[config.mk]
export PLATFORM = sky130hd
export DESIGN_NAME = abort_status_unit
export DESIGN_NICKNAME = d
export VERILOG_FILES = /design/src/rtl/abort_pkg.sv /design/src/rtl/abort_prio_enc.sv /design/src/rtl/abort_decode.sv /design/src/rtl/abort_regs.sv /design/src/rtl/abort_status_unit.sv
export SDC_FILE = /design/constraint.sdc
export NUM_CORES = 1
export LEC_CHECK = 0
export BUFFER_PORTS_ARGS = -buffer_cell sky130_fd_sc_hd__buf_2
export CORE_MARGIN = 5
export CORE_UTILIZATION = 49
export DETAILED_ROUTE_END_ITERATION = 8
export HOLD_SLACK_MARGIN = 0.08
export PLACE_DENSITY = 0.95
export SLEW_MARGIN = 25
export SYNTH_ARGS = -nofsm -noshare
export SYNTH_HDL_FRONTEND = slang
export SYNTH_SLANG_ARGS = --single-unit
export TNS_END_PERCENT = 10
[constraint.sdc]
create_clock -name clk -period 5.7 [get_ports clk]
set_input_delay 0.855 -clock clk [delete_from_list [all_inputs] [get_ports clk]]
set_output_delay 0.855 -clock clk [all_outputs]
set_load 0.1 [all_outputs]
[src/rtl/abort_pkg.sv]
// Shared definitions for the abort fault status capture unit.
// Assumes: a lower source index means a higher priority.
package abort_pkg;

    localparam int NUM_SRC  = 15;
    localparam int IDX_W    = $clog2(NUM_SRC);
    localparam int CODE_W   = 5;
    localparam int DOM_W    = 4;
    localparam int DATA_W   = 32;
    localparam int CODE_HI_BIT = 10;

    typedef enum logic [IDX_W-1:0] {
        F_ALIGN  = 4'd0,
        F_CMAINT = 4'd1,
        F_XL1    = 4'd2,
        F_XL2    = 4'd3,
        F_TRS    = 4'd4,
        F_TRP    = 4'd5,
        F_AFS    = 4'd6,
        F_AFP    = 4'd7,
        F_DMS    = 4'd8,
        F_DMP    = 4'd9,
        F_PMS    = 4'd10,
        F_PMP    = 4'd11,
        F_PEXT   = 4'd12,
        F_IEXT   = 4'd13,
        F_DBG    = 4'd14
    } fault_e;

    // Access-flag sources that are subject to mode gating.
    function automatic logic is_af_src(input int idx);
        return (idx == int'(F_AFS)) || (idx == int'(F_AFP));
    endfunction

    // 5-bit status code of each source.
    function automatic logic [CODE_W-1:0] code_of(input fault_e f);
        case (f)
            F_ALIGN:  return 5'b00001;
            F_CMAINT: return 5'b00100;
            F_XL1:    return 5'b01100;
            F_XL2:    return 5'b01110;
            F_TRS:    return 5'b00101;
            F_TRP:    return 5'b00111;
            F_AFS:    return 5'b00011;
            F_AFP:    return 5'b00110;
            F_DMS:    return 5'b01001;
            F_DMP:    return 5'b01011;
            F_PMS:    return 5'b01101;
            F_PMP:    return 5'b01111;
            F_PEXT:   return 5'b01000;
            F_IEXT:   return 5'b10110;
            F_DBG:    return 5'b00010;
            default:  return 5'b00000;
        endcase
    endfunction

    // Sources whose domain number is meaningful.
    function automatic logic dom_valid(input fault_e f);
        case (f)
            F_ALIGN, F_CMAINT, F_XL1, F_TRS, F_IEXT: return 1'b0;
            default:                                 return 1'b1;
        endcase
    endfunction

endpackage

[src/rtl/abort_prio_enc.sv]
// Masks mode-gated access-flag requests and picks the lowest-index
// (highest-priority) remaining request.
// Assumes: request flags are valid for a single cycle.
module abort_prio_enc
    import abort_pkg::*;
#(
    parameter int N   = NUM_SRC,
    parameter int IW  = IDX_W
) (
    input  logic [N-1:0]  req,
    input  logic          af_allow,
    output logic          hit,
    output logic [IW-1:0] idx
);

    logic [N-1:0] masked;

    // Per-source gating: access-flag sources need af_allow.
    for (genvar g = 0; g < N; g++) begin : g_mask
        if (is_af_src(g)) begin : g_af
            assign masked[g] = req[g] & af_allow;
        end else begin : g_plain
            assign masked[g] = req[g];
        end
    end

    // Priority search: scan down so the lowest set index wins.
    always_comb begin
        hit = 1'b0;
        idx = '0;
        for (int i = N - 1; i >= 0; i--) begin
            if (masked[i]) begin
                hit = 1'b1;
                idx = IW'(i);
            end
        end
    end

endmodule

[src/rtl/abort_decode.sv]
// Turns the winning source and access side into a status code, a
// vector choice, a precise flag and per-register write enables.
// Assumes: idx is meaningful only when hit is set.
module abort_decode
    import abort_pkg::*;
(
    input  logic              hit,
    input  logic [IDX_W-1:0]  idx,
    input  logic              instr_side,
    input  logic              wfar_on_mmu,
    output logic [CODE_W-1:0] code,
    output logic              wr_ifsr,
    output logic              wr_dfsr,
    output logic              wr_dom,
    output logic              wr_far,
    output logic              wr_wfar,
    output logic              precise
);

    fault_e src;
    logic   to_data;
    logic   is_ext;

    assign src = fault_e'(idx);

    // Vector choice: cache maintenance faults always go to the data side.
    always_comb begin
        to_data = !instr_side || (src == F_CMAINT);
        is_ext  = (src == F_PEXT) || (src == F_IEXT);
    end

    // Write-enable and flag derivation per abort type.
    always_comb begin
        code    = code_of(src);
        wr_ifsr = hit && !to_data;
        wr_dfsr = hit && to_data;
        wr_dom  = wr_dfsr && dom_valid(src);
        wr_far  = wr_dfsr && (src != F_IEXT) && (src != F_DBG);
        wr_wfar = wr_dfsr && ((src == F_DBG) || (wfar_on_mmu && !is_ext));
        precise = !(to_data && ((src == F_DBG) || (src == F_IEXT)));
    end

endmodule

[src/rtl/abort_regs.sv]
// Holds the four status/address registers, the abort pulses and the
// precise flag, and provides the read-select port.
// Assumes: write enables are mutually consistent (from abort_decode).
module abort_regs
    import abort_pkg::*;
#(
    parameter int DW = DATA_W,
    parameter int DMW = DOM_W
) (
    input  logic              clk,
    input  logic              rst_n,
    input  logic [CODE_W-1:0] code,
    input  logic [DMW-1:0]    domain,
    input  logic [DW-1:0]     vaddr,
    input  logic [DW-1:0]     iaddr,
    input  logic              wr_ifsr,
    input  logic              wr_dfsr,
    input  logic              wr_dom,
    input  logic              wr_far,
    input  logic              wr_wfar,
    input  logic              precise_in,
    input  logic [1:0]        rd_sel,
    output logic [DW-1:0]     ifsr_q,
    output logic [DW-1:0]     dfsr_q,
    output logic [DW-1:0]     far_q,
    output logic [DW-1:0]     wfar_q,
    output logic              pabt_q,
    output logic              dabt_q,
    output logic              precise_q,
    output logic [DW-1:0]     rd_data
);

    localparam int LOW_W  = CODE_W - 1;
    localparam int DOM_LO = LOW_W;

    logic [DW-1:0] ifsr_nx;
    logic [DW-1:0] dfsr_nx;
    logic [DMW-1:0] dom_nx;

    // Next-value formation for both status registers.
    always_comb begin
        dom_nx  = wr_dom ? domain : dfsr_q[DOM_LO +: DMW];
        ifsr_nx = '0;
        ifsr_nx[CODE_HI_BIT]  = code[CODE_W-1];
        ifsr_nx[LOW_W-1:0]    = code[LOW_W-1:0];
        dfsr_nx = ifsr_nx;
        dfsr_nx[DOM_LO +: DMW] = dom_nx;
    end

    // Register update on the edge that samples the fault flags.
    always_ff @(posedge clk) begin
        if (!rst_n) begin
            ifsr_q    <= '0;
            dfsr_q    <= '0;
            far_q     <= '0;
            wfar_q    <= '0;
            pabt_q    <= 1'b0;
            dabt_q    <= 1'b0;
            precise_q <= 1'b0;
        end else begin
            pabt_q    <= wr_ifsr;
            dabt_q    <= wr_dfsr;
            precise_q <= (wr_ifsr || wr_dfsr) && precise_in;
            if (wr_ifsr) ifsr_q <= ifsr_nx;
            if (wr_dfsr) dfsr_q <= dfsr_nx;
            if (wr_far)  far_q  <= vaddr;
            if (wr_wfar) wfar_q <= iaddr;
        end
    end

    // Software read select.
    always_comb begin
        case (rd_sel)
            2'd0:    rd_data = ifsr_q;
            2'd1:    rd_data = dfsr_q;
            2'd2:    rd_data = far_q;
            default: rd_data = wfar_q;
        endcase
    end

endmodule

[src/rtl/abort_status_unit.sv]
// Top of the abort fault status capture unit: gating and priority,
// abort-type decode, and the register bank.
// Assumes: all inputs are synchronous to clk.
module abort_status_unit
    import abort_pkg::*;
(
    input  logic                 clk,
    input  logic                 rst_n,
    input  logic [NUM_SRC-1:0]   fault_req,
    input  logic                 instr_side,
    input  logic [DATA_W-1:0]    fault_vaddr,
    input  logic [DATA_W-1:0]    instr_addr,
    input  logic [DOM_W-1:0]     fault_domain,
    input  logic                 af_enable,
    input  logic                 ext_page_mode,
    input  logic                 wfar_on_mmu,
    input  logic [1:0]           rd_sel,
    output logic [DATA_W-1:0]    rd_data,
    output logic [DATA_W-1:0]    ifsr,
    output logic [DATA_W-1:0]    dfsr,
    output logic [DATA_W-1:0]    far,
    output logic [DATA_W-1:0]    wfar,
    output logic                 pabt_pulse,
    output logic                 dabt_pulse,
    output logic                 abort_precise
);

    logic              af_allow;
    logic              hit;
    logic [IDX_W-1:0]  win_idx;
    logic [CODE_W-1:0] code;
    logic              wr_ifsr, wr_dfsr, wr_dom, wr_far, wr_wfar, precise;

    // Access-flag faults need both mode controls.
    assign af_allow = af_enable && ext_page_mode;

    abort_prio_enc #(.N(NUM_SRC), .IW(IDX_W)) u_prio (
        .req      (fault_req),
        .af_allow (af_allow),
        .hit      (hit),
        .idx      (win_idx)
    );

    abort_decode u_dec (
        .hit         (hit),
        .idx         (win_idx),
        .instr_side  (instr_side),
        .wfar_on_mmu (wfar_on_mmu),
        .code        (code),
        .wr_ifsr     (wr_ifsr),
        .wr_dfsr     (wr_dfsr),
        .wr_dom      (wr_dom),
        .wr_far      (wr_far),
        .wr_wfar     (wr_wfar),
        .precise     (precise)
    );

    abort_regs #(.DW(DATA_W), .DMW(DOM_W)) u_regs (
        .clk        (clk),
        .rst_n      (rst_n),
        .code       (code),
        .domain     (fault_domain),
        .vaddr      (fault_vaddr),
        .iaddr      (instr_addr),
        .wr_ifsr    (wr_ifsr),
        .wr_dfsr    (wr_dfsr),
        .wr_dom     (wr_dom),
        .wr_far     (wr_far),
        .wr_wfar    (wr_wfar),
        .precise_in (precise),
        .rd_sel     (rd_sel),
        .ifsr_q     (ifsr),
        .dfsr_q     (dfsr),
        .far_q      (far),
        .wfar_q     (wfar),
        .pabt_q     (pabt_pulse),
        .dabt_q     (dabt_pulse),
        .precise_q  (abort_precise),
        .rd_data    (rd_data)
    );

endmodule

==> run metrics, run 1 <==
status finished clean; reg2reg end u_regs.wfar_q[31]$_SDFFE_PN0P_; clock tree root buffer cell clkbuf_8; synth top area cells dfxtp_1, mux2i_1, buf_4; number of port buffers about 200; Tmin final between 3000 and 4000 ps; Cell Area, Synth around 4700 um^2; combinational family with the most area after synthesis simple AND/OR/NAND/NOR gates; startpoint types primary input; average cell area after synthesis about 8.6 um^2; Synth Area in Compound Gates 0.166; unrepaired setup endpoints after global routing false; Syn-to-layout area delta 23.1%; Adder-Cell Fraction of Synth Area 0.0187; Setup-failing EPs final 0; Via density 5.19; DR WL/cell roughly 16 um; hpwl dp between 10000 and 15000 um; post-CTS sizing 0; setup slack, reg-to-reg slightly below 5000 ps; largest net degree at the start of global routing approximately 120; # hold bufs at CTS 0; Worst slew margin 0.327; R2R cell count 2; leakage 2.84 nW; Die ar. approximately 12000 um^2; CTS tree built; drt pass-1 iters 5; Tcrit/Tclk final 0.686; worst-skew pair later-pin latency between 300 and 400 ps; GPL Wtd Cong 0.877; Util after Layout 0.622; Final nets roughly 800; worst hold start u_regs.wfar_q[4]$_SDFFE_PN0P_; Final TNS setup 0 ps; most numerous cell in the Yosys netlist nand2_1; DRC violations left 0; Core Rows 35; Top FF cell, synth dfxtp_1; max-slew violation count 0; share of layout cells above drive strength 1 0.330; Num Clock Sinks between 80 and 90; TritonCTS buffer count 9; worst-path fanout max 36; sequential area share after synthesis 0.346; Mapped Cells 547; max_cap viols 0; Routed Antenna Nets 0; clock-pin transition on the worst setup and hold timing paths around 70 ps; vias in the first global route 4198; H-tree depth 3; Setup Crit Path Kind primary input to flop; fill cell count around 830; synth cell count leaders nand2_1, dfxtp_1, mux2i_1; final setup margin between 1500 and 2000 ps; post-CTS setup buffer count 0; number of flops mapped to enable cells by yosys 0; FFs w/ async S/R, synth 0; FMAX around 0.26 GHz; Starting Density 0.505; Setup crit end kind flop; Netlist cell types 48; #FFs+latches synth between 80 and 90; Crit path required time ~6000 ps; global-route usage over all layers 0.220; Yosys warning count 0; GR Overflow Total 0; Die Y 108 um; post-synth top area cell dfxtp_1; peak supply drop between 150 and 200 uV; hold path depth 2; Hold EP u_regs.wfar_q[4]$_SDFFE_PN0P_; Die W about 110 um; Least-Margin Pin Slew just over 1000 ps; Post-Route WL 13600 um; Synth Area in XOR/XNOR 0; Setup Slack @ Placement approximately 1400 ps; simple-gate share of the synthesized area 0.185; worst r2r src u_regs.wfar_q[31]$_SDFFE_PN0P_; top cell type's share of synthesized area 0.346; Core ar. ~9300 um^2; first-pass GRT wire length approximately 21000 um; PwrDens 314 nW/um^2; mux cell area share after synthesis 0.160; Crit path arrival time 4160 ps; CTS Buffer Depth 2; via count approximately 4500; Iter 0 DRT Violations ~370; num ports 254; Hold WC Path Type flop to flop; final setup skew 0 ps; final-report hold violation count 0; antenna cells 0; initial antenna violation count 0
-- per-layer routing --
metal | wire length (um) | part of all wire | up-vias | GRT usage
li1 | - | - | 2148 | -
met1 | 5470 | 0.40 | 2057 | 0.263
met2 | 6690 | 0.49 | 221 | 0.387
met3 | 1100 | 0.081 | 24 | 0.0552
met4 | 293 | 0.022 | 0 | 0.0685
met5 | 0 | 0 | - | 0
-- metrics by stage --
stage          power [mW]  hold WS [ps]  cell area [um^2]  instances
3_5_place_dp         1.41           462              5550        840
3_3_place_gp         1.40           456              5550        840
5_1_grt              1.89           500              5770        857
6_report             1.81           471              5770        857
4_1_cts              1.82           474              5740        856
2_1_floorplan        1.31           888              4870        596
-- state kept, by name, summed over array words and instances, names as in the netlist --
signal / flops
u_regs.ifsr_q: 5
u_regs.precise_q: 1
u_regs.wfar_q: 32
u_regs.far_q: 32
u_regs.pabt_q: 1
u_regs.dabt_q: 1
u_regs.dfsr_q: 9
-- cells by family (layout without fill, tap and decap cells) --
family          after synthesis  in the layout
buf+inv                      97            229
flops                        81             81
fa+ha+maj                     7              7
simple gates                179            179
other cells                   1             50
compound gates              114            114
mux                          68             68
-- placed cells by master, fill, tap and decap left out, types with 5 or more instances in the layout --
| cell | synthesis | layout |
|---|---|---|
| nor2b_1 | 25 | 25 |
| buf_2 | 5 | 202 |
| a21boi_0 | 8 | 8 |
| ha_1 | 7 | 7 |
| nand3_1 | 39 | 39 |
| nand2_1 | 83 | 83 |
| mux4_2 | 5 | 5 |
| conb_1 | 1 | 50 |
| inv_1 | 6 | 6 |
| a31oi_1 | 6 | 6 |
| clkbuf_8 | 0 | 10 |
| dfxtp_1 | 81 | 81 |
| a21boi_1 | 29 | 28 |
| mux2i_1 | 59 | 59 |
| o21ai_0 | 40 | 40 |
| a21oi_1 | 6 | 6 |
| nor2_1 | 12 | 12 |
-- worst max-delay path by stage --
stage | from | endpoint
2_1_floorplan | rd_sel[0] | rd_data[11]
3_3_place_gp | fault_req[14] | u_regs.wfar_q[2]$_SDFFE_PN0P_
3_5_place_dp | fault_req[14] | u_regs.wfar_q[31]$_SDFFE_PN0P_
4_1_cts | fault_req[14] | u_regs.wfar_q[30]$_SDFFE_PN0P_
5_1_grt | fault_req[14] | u_regs.wfar_q[6]$_SDFFE_PN0P_
6_report | fault_req[14] | u_regs.wfar_q[30]$_SDFFE_PN0P_
-- worst max-delay path, stage by stage --
cell and delay [ps]:
buf_2 110, nor3b_1 130, o311ai_0 290, nand3_1 330, inv_1 220, ha_1 290
inv_1 50, o21ai_0 400, o31ai_4 120, buf_4 260, a21oi_4 600, buf_12 280
mux2i_1 210
-- power breakdown --
part | leakage, nW | total, mW | internal (mW) | switching [mW]
Sequential | 0.667 | 0.633 | 0.604 | 0.0292
Clock | 0.0970 | 0.416 | 0.216 | 0.200
Combinational | 2.07 | 0.766 | 0.129 | 0.637
-- layout make-up --
class / count / area, um^2 / share of cell area
sequential: 81 / 1620 / 0.281
clock buffer: 12 / 145 / 0.0251
timing repair buffer: 207 / 1080 / 0.187
tap: 129 / 161 / 0.0280
inverter: 6 / 22.5 / 0.00390
multi-input combinational: 418 / 2690 / 0.466
clock inverter: 4 / 51.3 / 0.00889
(Power assumes the default switching activity.)
==> run 2, diff against run 1 <==
CORE_UTILIZATION = 45   (was 49)
PLACE_DENSITY = 0.92   (was 0.95)
clock period = 3.98 ns   (was 5.7 ns; I/O delays follow)
==> run 2 against run 1 <==
Clock skew is the same. Core utilization shrank 4.6 points. Final area grew 2.0%. Hold slack gained 1.6 ps. Non-clock buffer count grew 10. Final cell count grew 2.0%. Combinational power grew 44%.
==> run metrics, run 2 (synthesized netlist as in run 1, its figures left out) <==
clock tree root buffer cell clkbuf_8; most frequent cells in the layout buf_2, nand2_1, dfxtp_1; DR WL/cell 16.1 um (+1.5%); CTS Buffer Depth 2 (unchanged); Tcrit/Tclk final 0.795; startpoint types primary input; Setup Crit Path Kind primary input to flop; Most common cell on crit path inv_1; Core ar. 10200 um^2 (+10%); final-report hold violation count 0 (unchanged); # hold bufs at CTS 0 (unchanged); final setup margin 817 ps (-973 ps); leakage 2.90 nW (+2.4%); Setup-failing EPs final 0 (unchanged); Tot Pwr 2.68 mW (+48%); global-route usage over all layers 0.208 (-0.0128); fill cell count 929 (+12%); Post-Route WL 14000 um (+3.6%); Setup crit end kind flop; hpwl dp 10600 um (+5.0%); initial antenna violation count 0 (unchanged); max_cap viols 0 (unchanged); peak supply drop 204 uV (+8.9%); unrepaired setup endpoints after global routing false; clock-pin transition on the worst setup and hold timing paths 80 ps (about the same); Iter 0 DRT Violations 208 (-44%); WHS 473 ps (+1.59 ps); Die ar. 12600 um^2 (+8.0%); via count 4524 (+1.7%); GR Overflow Total 0 (unchanged); Via density 5.18 (-0.31%); Die W 112 um (+3.9%); number of port buffers 203 (unchanged); most common cell after layout, fill and taps aside buf_2; first-pass GRT wire length 21800 um (+4.9%); Num Clock Sinks 81 (unchanged); Core Rows 37 (+5.7%); share of layout cells above drive strength 1 0.340 (+0.0104); worst-skew pair later-pin latency 330 ps (about the same); Routed Antenna Nets 0 (unchanged); Starting Density 0.458 (-0.0468); CTS tree built; Tmin final between 3000 and 4000 ps; DRC violations left 0 (unchanged); FMAX about 0.32 GHz; Hold WC Path Type flop to flop; Crit path required time 4240 ps (-1710 ps); largest net degree at the start of global routing 118 (unchanged); max-slew violation count 0 (unchanged); GPL Wtd Cong 0.927 (+5.7%); CP Cell Sequence buf_2, inv_1, a41oi_1, o32ai_1, a211o_1, inv_1, ha_1, inv_1, o21ai_0, o31ai_4, a21oi_4, buf_4, mux2i_1; Syn-to-layout area delta 25.5%; Layout Cells excl Fill 874 (+2.0%); Least-Margin Pin Slew 948 ps (-61.8 ps); worst-path fanout max 21 (-42%); drt pass-1 iters 6 (+1); Die Y 112 um (+3.9%); antenna cells 0 (unchanged); slowest CP cell o21ai_0; Max stage delay on crit path 420 ps (-180 ps); PwrDens 455 nW/um^2 (+45%); post-CTS sizing 0 (unchanged); TritonCTS buffer count 9 (unchanged); Top Registers u_regs.far_q: 32 flops, u_regs.wfar_q: 32 flops, u_regs.dfsr_q: 9 flops; final setup skew 0 ps (unchanged); vias in the first global route 4367 (+4.0%); DP Cell Count 857 (+2.0%); post-CTS setup buffer count 0 (unchanged); Final nets 831 (+1.2%); Crit path arrival time 3420 ps (-740 ps); Setup Slack @ Placement 476 ps (-956 ps); status finished clean; Worst slew margin 0.365 (+0.0377); Final TNS setup 0 ps (unchanged); num ports 254 (unchanged); H-tree depth 3 (unchanged)
## run 2: layout make-up
cell class	count	area (um^2)	share of cell area
clock buffer	10	138	0.0234
clock inverter	6	91.3	0.0155
inverter	6	22.5	0.00383
multi-input combinational	418	2690	0.457
sequential	81	1620	0.275
tap	136	170	0.0289
timing repair buffer	217	1160	0.196
## run 2: metal layers
layer,track usage,routed length [um],vias to the layer above
li1,-,-,2167
met1,0.254,5700,2140
met2,0.369,7090,199
met3,0.0367,1010,18
met4,0.0673,235,0
met5,0,0,-
## run 2: power breakdown
part,leakage [nW],switching (mW),internal (mW)
clock,0.116,0.298,0.373
sequential,0.667,0.0420,0.865
combinational,2.12,0.915,0.189
## run 2: critical path, delay by kind of cell
kind / cells / cell delay (ps)
muxes: 1 / 240
adders and majority gates: 1 / 280
AOI/OAI and AO/OA: 6 / 1580
buffers and inverters: 5 / 720
## run 2: metrics by stage
| step | util | cell area [um^2] |
|---|---|---|
| floorplan | - | 4870 |
| global placement | 0.550 | 5630 |
| detailed placement | 0.550 | 5630 |
| CTS | 0.573 | 5860 |
| global route | 0.575 | 5890 |
| finish | 0.575 | 5890 |
## run 2: final timing paths
kind	start	end	slack, ps	cells past startpoint
worst max register to register	u_regs.far_q[1]$_SDFFE_PN0P_	u_regs.far_q[1]$_SDFFE_PN0P_	3240	2
worst min-delay path	u_regs.wfar_q[8]$_SDFFE_PN0P_	u_regs.wfar_q[8]$_SDFFE_PN0P_	470	2
worst min register to register	u_regs.wfar_q[8]$_SDFFE_PN0P_	u_regs.wfar_q[8]$_SDFFE_PN0P_	470	2
worst max-delay path	fault_req[5]	u_regs.wfar_q[0]$_SDFFE_PN0P_	820	13
